## config.mk

```make
export PLATFORM = sky130hd
export DESIGN_NAME = dbuf_arb
export DESIGN_NICKNAME = d
export VERILOG_FILES = /design/src/rtl/dbuf_arb.sv
export SDC_FILE = /design/constraint.sdc
export NUM_CORES = 1
export LEC_CHECK = 0
export BUFFER_PORTS_ARGS = -buffer_cell sky130_fd_sc_hd__buf_4
export CAP_MARGIN = 5
export CORE_AREA = 2 2 154 156
export DETAILED_ROUTE_END_ITERATION = 12
export DIE_AREA = 0 0 156 158
export GPL_ROUTABILITY_DRIVEN = 0
export HOLD_SLACK_MARGIN = 0.02
export SYNTH_ARGS = -nofsm -noshare
export SYNTH_HDL_FRONTEND = slang
export SYNTH_SLANG_ARGS = --single-unit
```

## constraint.sdc

```tcl
create_clock -name clk -period 4.55 [get_ports clk]
set_clock_uncertainty 0.15 [all_clocks]
set_input_delay 0.91 -clock clk [delete_from_list [all_inputs] [get_ports clk]]
set_output_delay 0.91 -clock clk [all_outputs]
set_load 0.01 [all_outputs]
```

## src/rtl/dbuf_arb.sv

```systemverilog
module dbuf_arb #(
  parameter int NC      = 9,
  parameter int AW      = 18,
  parameter int FW      = 11,
  parameter int OW      = 12,
  parameter int LW      = 5,
  parameter int BURST   = 16,
  parameter int RAS_CLK = 3,
  parameter int PRE_CLK = 2,
  parameter int REF_PER = 528
) (
  input  logic             clk,
  input  logic             rst_n,
  input  logic [NC-1:0]    req,
  input  logic [NC-1:0]    wr,
  input  logic [NC*FW-1:0] frame,
  input  logic [NC*OW-1:0] offset,
  input  logic [NC*LW-1:0] len,
  input  logic [NC*8-1:0]  wdata,
  output logic [NC-1:0]    gnt,
  output logic             last,
  output logic [7:0]       rdata,
  output logic             cpu_clk_en,
  output logic [AW/2-1:0]  dram_addr,
  output logic             ras_n,
  output logic             cas_n,
  output logic             we_n,
  output logic [7:0]       dq_o,
  output logic             dq_oe,
  input  logic [7:0]       dq_i
);
  localparam int CW  = AW / 2;
  localparam int IW  = $clog2(NC);
  localparam int PW  = FW + OW + 2;
  localparam int RW  = $clog2(REF_PER);
  localparam int TW  = $clog2(RAS_CLK + PRE_CLK + 1);
  localparam logic [IW-1:0] CPU = IW'(NC - 1);

  typedef enum logic [2:0] {S_IDLE, S_ROW, S_COL, S_CASH, S_PRE, S_CBR} st_t;

  st_t            st;
  logic [TW-1:0]  cnt;
  logic [IW-1:0]  cur;
  logic           cur_wr;
  logic [CW-1:0]  row, col;
  logic [LW-1:0]  rem;
  logic [RW-1:0]  ref_cnt;
  logic           ref_pend, cpu_prio, cpu_pend, cpu_req_q;

  logic           pick_ok;
  logic [IW-1:0]  pick;
  always_comb begin
    pick_ok = 1'b0;
    pick    = '0;
    for (int i = NC - 1; i >= 0; i--)
      if (req[i]) begin
        pick_ok = 1'b1;
        pick    = IW'(i);
      end
    if (cpu_prio && req[CPU]) pick = CPU;
  end

  logic [FW-1:0] fr_sel;
  logic [OW-1:0] of_sel;
  logic [LW-1:0] ln_sel, ln_clamp;
  logic [AW-1:0] phys;
  assign fr_sel   = frame[pick*FW +: FW];
  assign of_sel   = offset[pick*OW +: OW];
  assign ln_sel   = len[pick*LW +: LW];
  assign ln_clamp = (ln_sel > LW'(BURST)) ? LW'(BURST) : ln_sel;
  assign phys     = AW'(PW'(fr_sel) * PW'(3072) + PW'(of_sel));

  logic endb;
  assign endb = (rem <= LW'(1)) || (&col);

  always_ff @(posedge clk or negedge rst_n) begin
    if (!rst_n) begin
      st <= S_IDLE; cnt <= '0; cur <= '0; cur_wr <= 1'b0;
      row <= '0; col <= '0; rem <= '0; ref_cnt <= '0;
      ref_pend <= 1'b0; cpu_prio <= 1'b0; cpu_pend <= 1'b0; cpu_req_q <= 1'b0;
    end else begin
      cpu_req_q <= req[CPU];
      if (gnt[CPU] && last) cpu_pend <= 1'b0;
      else if (req[CPU] && !cpu_req_q) cpu_pend <= 1'b1;

      if (ref_cnt == RW'(REF_PER - 1)) begin
        ref_cnt  <= '0;
        ref_pend <= 1'b1;
      end else ref_cnt <= ref_cnt + 1'b1;

      if (st == S_IDLE && !ref_pend && pick_ok && pick == CPU) cpu_prio <= 1'b0;
      else if (st != S_IDLE && cur != CPU && req[CPU]) cpu_prio <= 1'b1;

      case (st)
        S_IDLE:
          if (ref_pend) begin
            ref_pend <= 1'b0; st <= S_CBR; cnt <= '0;
          end else if (pick_ok) begin
            cur <= pick; cur_wr <= wr[pick];
            row <= phys[AW-1:CW]; col <= phys[CW-1:0];
            rem <= ln_clamp; st <= S_ROW; cnt <= '0;
          end
        S_ROW:
          if (cnt == TW'(RAS_CLK - 1)) st <= S_COL;
          else cnt <= cnt + 1'b1;
        S_COL: st <= S_CASH;
        S_CASH: begin
          col <= col + 1'b1;
          rem <= rem - 1'b1;
          cnt <= '0;
          st  <= endb ? S_PRE : S_COL;
        end
        S_PRE:
          if (cnt == TW'(PRE_CLK - 1)) st <= S_IDLE;
          else cnt <= cnt + 1'b1;
        S_CBR:
          if (cnt == TW'(RAS_CLK)) begin st <= S_PRE; cnt <= '0; end
          else cnt <= cnt + 1'b1;
        default: st <= S_IDLE;
      endcase
    end
  end

  assign gnt        = (st == S_COL) ? (NC'(1) << cur) : '0;
  assign last       = (st == S_COL) && endb;
  assign rdata      = dq_i;
  assign cpu_clk_en = !cpu_pend;
  assign dram_addr  = (st == S_ROW) ? row : col;
  assign ras_n      = !(st == S_ROW || st == S_COL || st == S_CASH || (st == S_CBR && cnt != '0));
  assign cas_n      = !(st == S_COL || st == S_CBR);
  assign we_n       = !(st == S_COL && cur_wr);
  assign dq_oe      = (st == S_COL) && cur_wr;
  assign dq_o       = wdata[cur*8 +: 8];
endmodule

```

After elaboration in Yosys (flattened, before gate mapping)
Index checks and enable logic that the tools add are counted.

Memories: 0. Latch bits: 0. Input port bits: 352. Flip-flop bits (word level): 48. RAM bits: 0. Logic and storage cells: 134. Memory bits (read-only): 0.

Shift operators: 5. Divide/modulo/power cells: 0. Multiply operators: 4. Mux-type cells: 51. Reduce and logical (&&, ||, !) cells: 34. Bitwise logic cells: 1. Equality and inequality tests: 19. $add $sub $neg: 5. Magnitude comparators: 3.

Operator list (number): 108-bit by 9-bit indexed part select with 12-bit output (1); 99-bit by 9-bit indexed part select with 11-bit output (1); 72-bit by 8-bit indexed part select with 8-bit output (1); 45-bit by 8-bit indexed part select with 5-bit output (1); 4-bit 2-to-1 mux (10); 9-bit 2-to-1 mux (4); 3-bit 2-to-1 mux (11); 18-bit by 12-bit adder with 18-bit output (1); 3-bit one-hot mux with 6 select lines (1); 9-bit one-hot mux with 2 select lines (1); 1-bit 2-to-1 mux (17); 5-bit 2-to-1 mux (3); 3-bit one-hot mux with 5 select lines (1); 2-bit inequality test (second input constant) (7); 3-bit by 2-bit equality test with 1-bit output (second input constant) (4); 1-bit logical AND (11); 11-bit by 2-bit multiplier with 8-bit output (second input constant) (1); 10-bit by 1-bit adder with 10-bit output (second input constant) (1); 10-bit equality test (second input constant) (1); 10-bit 2-to-1 mux (1); 5-bit one-hot mux with 2 select lines (1); 9-bit by 1-bit adder with 9-bit output (second input constant) (1); 9-bit AND reduction (1); 1-bit by 4-bit << shifter with 9-bit output (first input constant) (1); 23 further kinds (39).

Logic depth before layout (Yosys ltp)
Word-level depth: 17. Depth in mapped cells: 20. Gate-level depth less buffers: 17.

Worst setup path before layout
OpenSTA, ideal clock, no wires.

Path type: in2reg. Start point: input req[8]. End point: register row[8]. Path slack: -0.036 ns. Stages: 20. Arrival time: 4.360 ns. Data required time: 4.324 ns. Path through: buf_6 -> a21o_1 -> nor2_2 -> nand2_2 -> buf_2 -> buf_2 -> buf_1 -> nand2_1 -> nand3_1 -> a31oi_1 -> o21ai_0 -> ha_1 -> fa_1 -> a21o_1 -> a21oi_1 -> xnor2_1 -> nand3_1 -> xnor2_1 -> xnor3_1 -> o21ai_1.

Longest elaborated chain between the ends: 14. Elaborated cells between the ends (all ways): 27.

Ends and longest elaborated chain: start: declaration (line 14) `input logic [NC-1:0] req,`; 4-bit 2-to-1 mux (9 in a row) (line 56) `if (req[i]) begin`; 4-bit 2-to-1 mux (line 60) `if (cpu_prio && req[CPU]) pick = CPU;`; 4-bit by 4-bit multiplier with 8-bit output (line 67) `assign fr_sel = frame[pick*FW +: FW];`; 99-bit by 9-bit indexed part select with 11-bit output (line 67); 11-bit by 2-bit multiplier with 8-bit output (line 71) `assign phys = AW'(PW'(fr_sel) * PW'(3072) + PW'(of_sel));`; 18-bit by 12-bit adder with 18-bit output (line 71); end signal: assignment (line 100) `row <= phys[AW-1:CW]; col <= phys[CW-1:0];`; end: declaration (line 45) `logic [CW-1:0] row, col;`.

Several ways; a longest one is shown, not always the timed one. A chain may end at the register's enable or synchronous reset.

Worst setup path after layout
Start point: input req[5]. End point: register row[8].

Longest elaborated chain between the ends: 11. Elaborated cells between the ends (all ways): 20.

Ends and longest elaborated chain (line): 4-bit 2-to-1 mux (6 in a row) (56); 4-bit 2-to-1 mux (60); 4-bit by 4-bit multiplier with 8-bit output (67); 99-bit by 9-bit indexed part select with 11-bit output (67); 11-bit by 2-bit multiplier with 8-bit output (71); 18-bit by 12-bit adder with 18-bit output (71).

Several ways; a longest one is shown, not always the timed one.

==> out/qor.yml <==
outcome:
  status: "finished, final reports clean"
detailed_routing:
  wl_per_cell_um: 18.0
  drtIter0Drc: 372
  vias: 7137
  detail-route-antenna-nets: 0
  drtPass1Iterations: 4
  viasPerCell: 4.98
  drc_errors: 0
  routed_wl_mm: 25.8
die:
  start_util_pct: 24.8
  io_pins: 392
  rows: 56
  core_um2: 23100
  die_y_um: 158
  fp.dieW_um: 156
  fp.dieArea_um2: 24600
yosys:
  synth.avg_cell_area_um2: 7.30
  synth_area_leader_cell: "dfrtp_1"
  muxShareOfSynthArea_pct: 11.7
  yosysWarnings: 0
  synth_cells: 785
  async_reset_ff_share_pct: 100
  ys_seq_area_share_pct: 21.0
  synth-edff-count: 0
  syn_nets: 1158
  synth_cell_types: 60
  syn_area_um2: 5730
  synth_compound_area_share_pct: 21.3
  yosys-top-cells-area: "dfrtp_1 21%, nand2_1 14%, mux4_2 6.7%"
  synthXorXnorAreaFrac_pct: 3.30
  synthSimpleGateAreaFrac_pct: 30.2
  yosys_register_bits: 48
  synth_top_area_share_pct: 21.0
  synthAdderAreaFrac_pct: 4.85
  ys.flop_type: "dfrtp_1"
  synth_top_family_by_area: "simple AND/OR/NAND/NOR gates"
setup_path:
  setup.worst_path.start_class: "input pin"
  critPathKind: "in2reg"
  cp.arrival_ps: 4390
  cp_max_fo: 7
  worst_ep_required_time_ps: 4610
  r2r_setup_slack_ps: 480
  critPathCaptureType: "flip-flop"
timing:
  fmax_mhz: 231
  min_period_ps: 4320
  period_share_pct: 95.0
  max_slew_margin_pct: 38.2
  tightest_slew_ps: 926
  setup_tns_ps: 0
  drv_slew: 0
  setup_viol: 0
  hold_violations: 0
power_and_ir_drop:
  leakagePower_uw: 0.00434
  ir_worst_vdd_mv: 0.222
  powerDensity_nw_per_um2: 365
  comb_power_share_pct: 65.8
  clockPowerShare_pct: 10.9
  pwr-share-seq_pct: 23.4
  internal_power_uw: 1880
  swShare_pct: 43.2
  finalPower_uw: 3300
  power_switching_uw: 1430
placed_design:
  portBuffers: 348
  hpwl_mm: 21.7
  dp_cells: 1424
clock_tree:
  post-cts-setup-buffers: 0
  post_cts_resized: 0
  clkSinkCount: 48
  cts_hold_buf: 0
  cts_buffers: 5
  cts.path.max_buffers: 2
  cts_root_buffer: "clkbuf_16"
  cts-htree-levels: 2
  clk_pin_slew_ps: 60
  clk_latency_ps: 290
  cts_tree: "yes"
cells_and_area:
  fillers: 2411
  nNetsFinal: 1514
  area_growth_pct: 57.9
  regArea_um2: 1200
  drive_above_1_share_pct: 41.1
  multiInputGateArea_um2: 4140
  instances_no_fill: 1432
flow_run:
  maxCapViolCount: 0
global_route:
  first_global_vias: 6904
  overflow: 0
  grt_pass1_wl_mm: 37.9
  grt_util_all_layers_pct: 19.9
  grt_max_degree: 49
  antenna_found_initial: 1
hold_path:
  hold_class: "reg2reg"
Yosys cell counts (all sizes together), types with 2 or more instances:
| cell | n |
|---|---|
| nand4 | 4 |
| nor2b | 2 |
| clkbuf | 24 |
| mux2i | 21 |
| a21o | 4 |
| dfrtp | 48 |
| o21ai | 52 |
| a211oi | 20 |
| a31oi | 19 |
| nand3 | 61 |
| inv | 17 |
| nor4b | 2 |
| mux4 | 17 |
| nand2b | 4 |
| o21bai | 3 |
| o21a | 6 |
| xor2 | 7 |
| and2 | 2 |
| nor3 | 8 |
| mux2 | 7 |
| a221oi | 3 |
| a21oi | 27 |
| nand2 | 215 |
| a221o | 3 |
| a311oi | 22 |
| nor2 | 49 |
| nor4 | 5 |
| o31ai | 5 |
| o221a | 3 |
| o22ai | 4 |
| ha | 19 |
| fa | 2 |
| and3 | 31 |
| xnor2 | 12 |
| or3 | 3 |
| buf | 42 |
| a311o | 3 |
sequential cells by signal, summed over array words and instances (netlist names):
name / cells
cpu_req_q: 1
cnt: 3
ref_cnt: 10
cur: 4
cur_wr: 1
cpu_prio: 1
col: 9
cpu_pend: 1
rem: 5
row: 9
st: 3
ref_pend: 1
layout by cell type (no fill, tap or decap), types with 4 or more instances in the layout:
| cell | synthesis | final |
|---|---|---|
| a211oi_1 | 20 | 20 |
| a21o_1 | 4 | 4 |
| a21oi_1 | 26 | 26 |
| a311oi_1 | 21 | 19 |
| a31oi_1 | 19 | 19 |
| and3_1 | 31 | 31 |
| buf_4 | 14 | 413 |
| clkbuf_16 | 0 | 5 |
| dfrtp_1 | 48 | 48 |
| ha_1 | 19 | 19 |
| inv_1 | 17 | 17 |
| mux2_2 | 7 | 7 |
| mux2i_1 | 21 | 21 |
| mux4_2 | 17 | 17 |
| nand2_1 | 214 | 214 |
| nand2b_1 | 4 | 4 |
| nand3_1 | 61 | 61 |
| nand4_1 | 4 | 4 |
| nor2_1 | 48 | 47 |
| nor3_1 | 8 | 8 |
| nor4_1 | 4 | 4 |
| o21a_1 | 5 | 4 |
| o21ai_0 | 48 | 47 |
| o22ai_1 | 4 | 4 |
| o31ai_1 | 4 | 4 |
| xnor2_1 | 12 | 12 |
| xor2_1 | 7 | 7 |
critical path, cell delays in order:
cell	delay [ps]
buf_4	130
buf_4	140
nor2_1	120
a221oi_2	90
buf_4	150
o21ai_4	230
buf_4	220
nand3_1	90
a31oi_1	160
o21ai_0	90
buf_4	160
ha_1	230
fa_1	410
a21o_1	170
a21oi_1	230
xnor2_1	180
nand3_1	120
xnor2_1	190
xnor3_1	240
o21ai_1	120
final timing paths:
path	start	end	cells after the start
max in group asynchronous	rst_n	rem[0]	1
setup / recovery	req[5]	row[8]	20
min in group asynchronous	rst_n	col[4]	1
hold / removal	row[6]	row[6]	2
hold reg to reg	row[6]	row[6]	2
setup reg to reg	cpu_prio	row[8]	20
kinds of logic (layout without fill, tap and decap cells):
logic type / after synthesis / count (layout)
adders and majority gates: 21 / 21
and+or+nand+nor: 388 / 388
DFF: 48 / 48
other: 0 / 1
buffers and inverters: 83 / 439
xor gates and xnor gates: 20 / 20
AOI/OAI and AO/OA: 180 / 180
muxes: 45 / 45
cell type report:
| cell class | instances | area share, % |
|---|---|---|
| Multi-Input combinational cell | 654 | 45.8 |
| Tap cell | 290 | 4.01 |
| Inverter | 17 | 0.706 |
| Sequential cell | 48 | 13.3 |
| Clock buffer | 5 | 1.38 |
| Antenna cell | 1 | 0.0277 |
| Clock inverter | 2 | 0.138 |
| Timing Repair Buffer | 415 | 34.6 |
metal layers:
layer  track usage (%)  part of all wire (%)
met5                 0                     0
met4              5.50                   2.7
met3              3.37                   5.4
met2              34.1                    49
met1              25.7                    42
per-stage QoR:
step	worst slack [ps]	utilization (%)	hold slack, ps	instance area, µm²
floorplan	13.6	-	290	5730
global placement	-170	38.5	306	8870
detailed placement	-214	38.5	309	8870
CTS	18.0	39.1	324	9010
global route	-22.2	39.2	344	9040
finish	227	39.2	323	9040
power groups by stage:
stage / clock network, µW / logic, µW / registers [µW]
after global placement: 0 / 2170 / 773
after global routing: 379 / 2410 / 803
after CTS: 366 / 2200 / 770
after floorplan: 0 / 1350 / 663
after detailed placement: 0 / 2190 / 777
final: 359 / 2170 / 773
(Power assumes the default switching activity.)
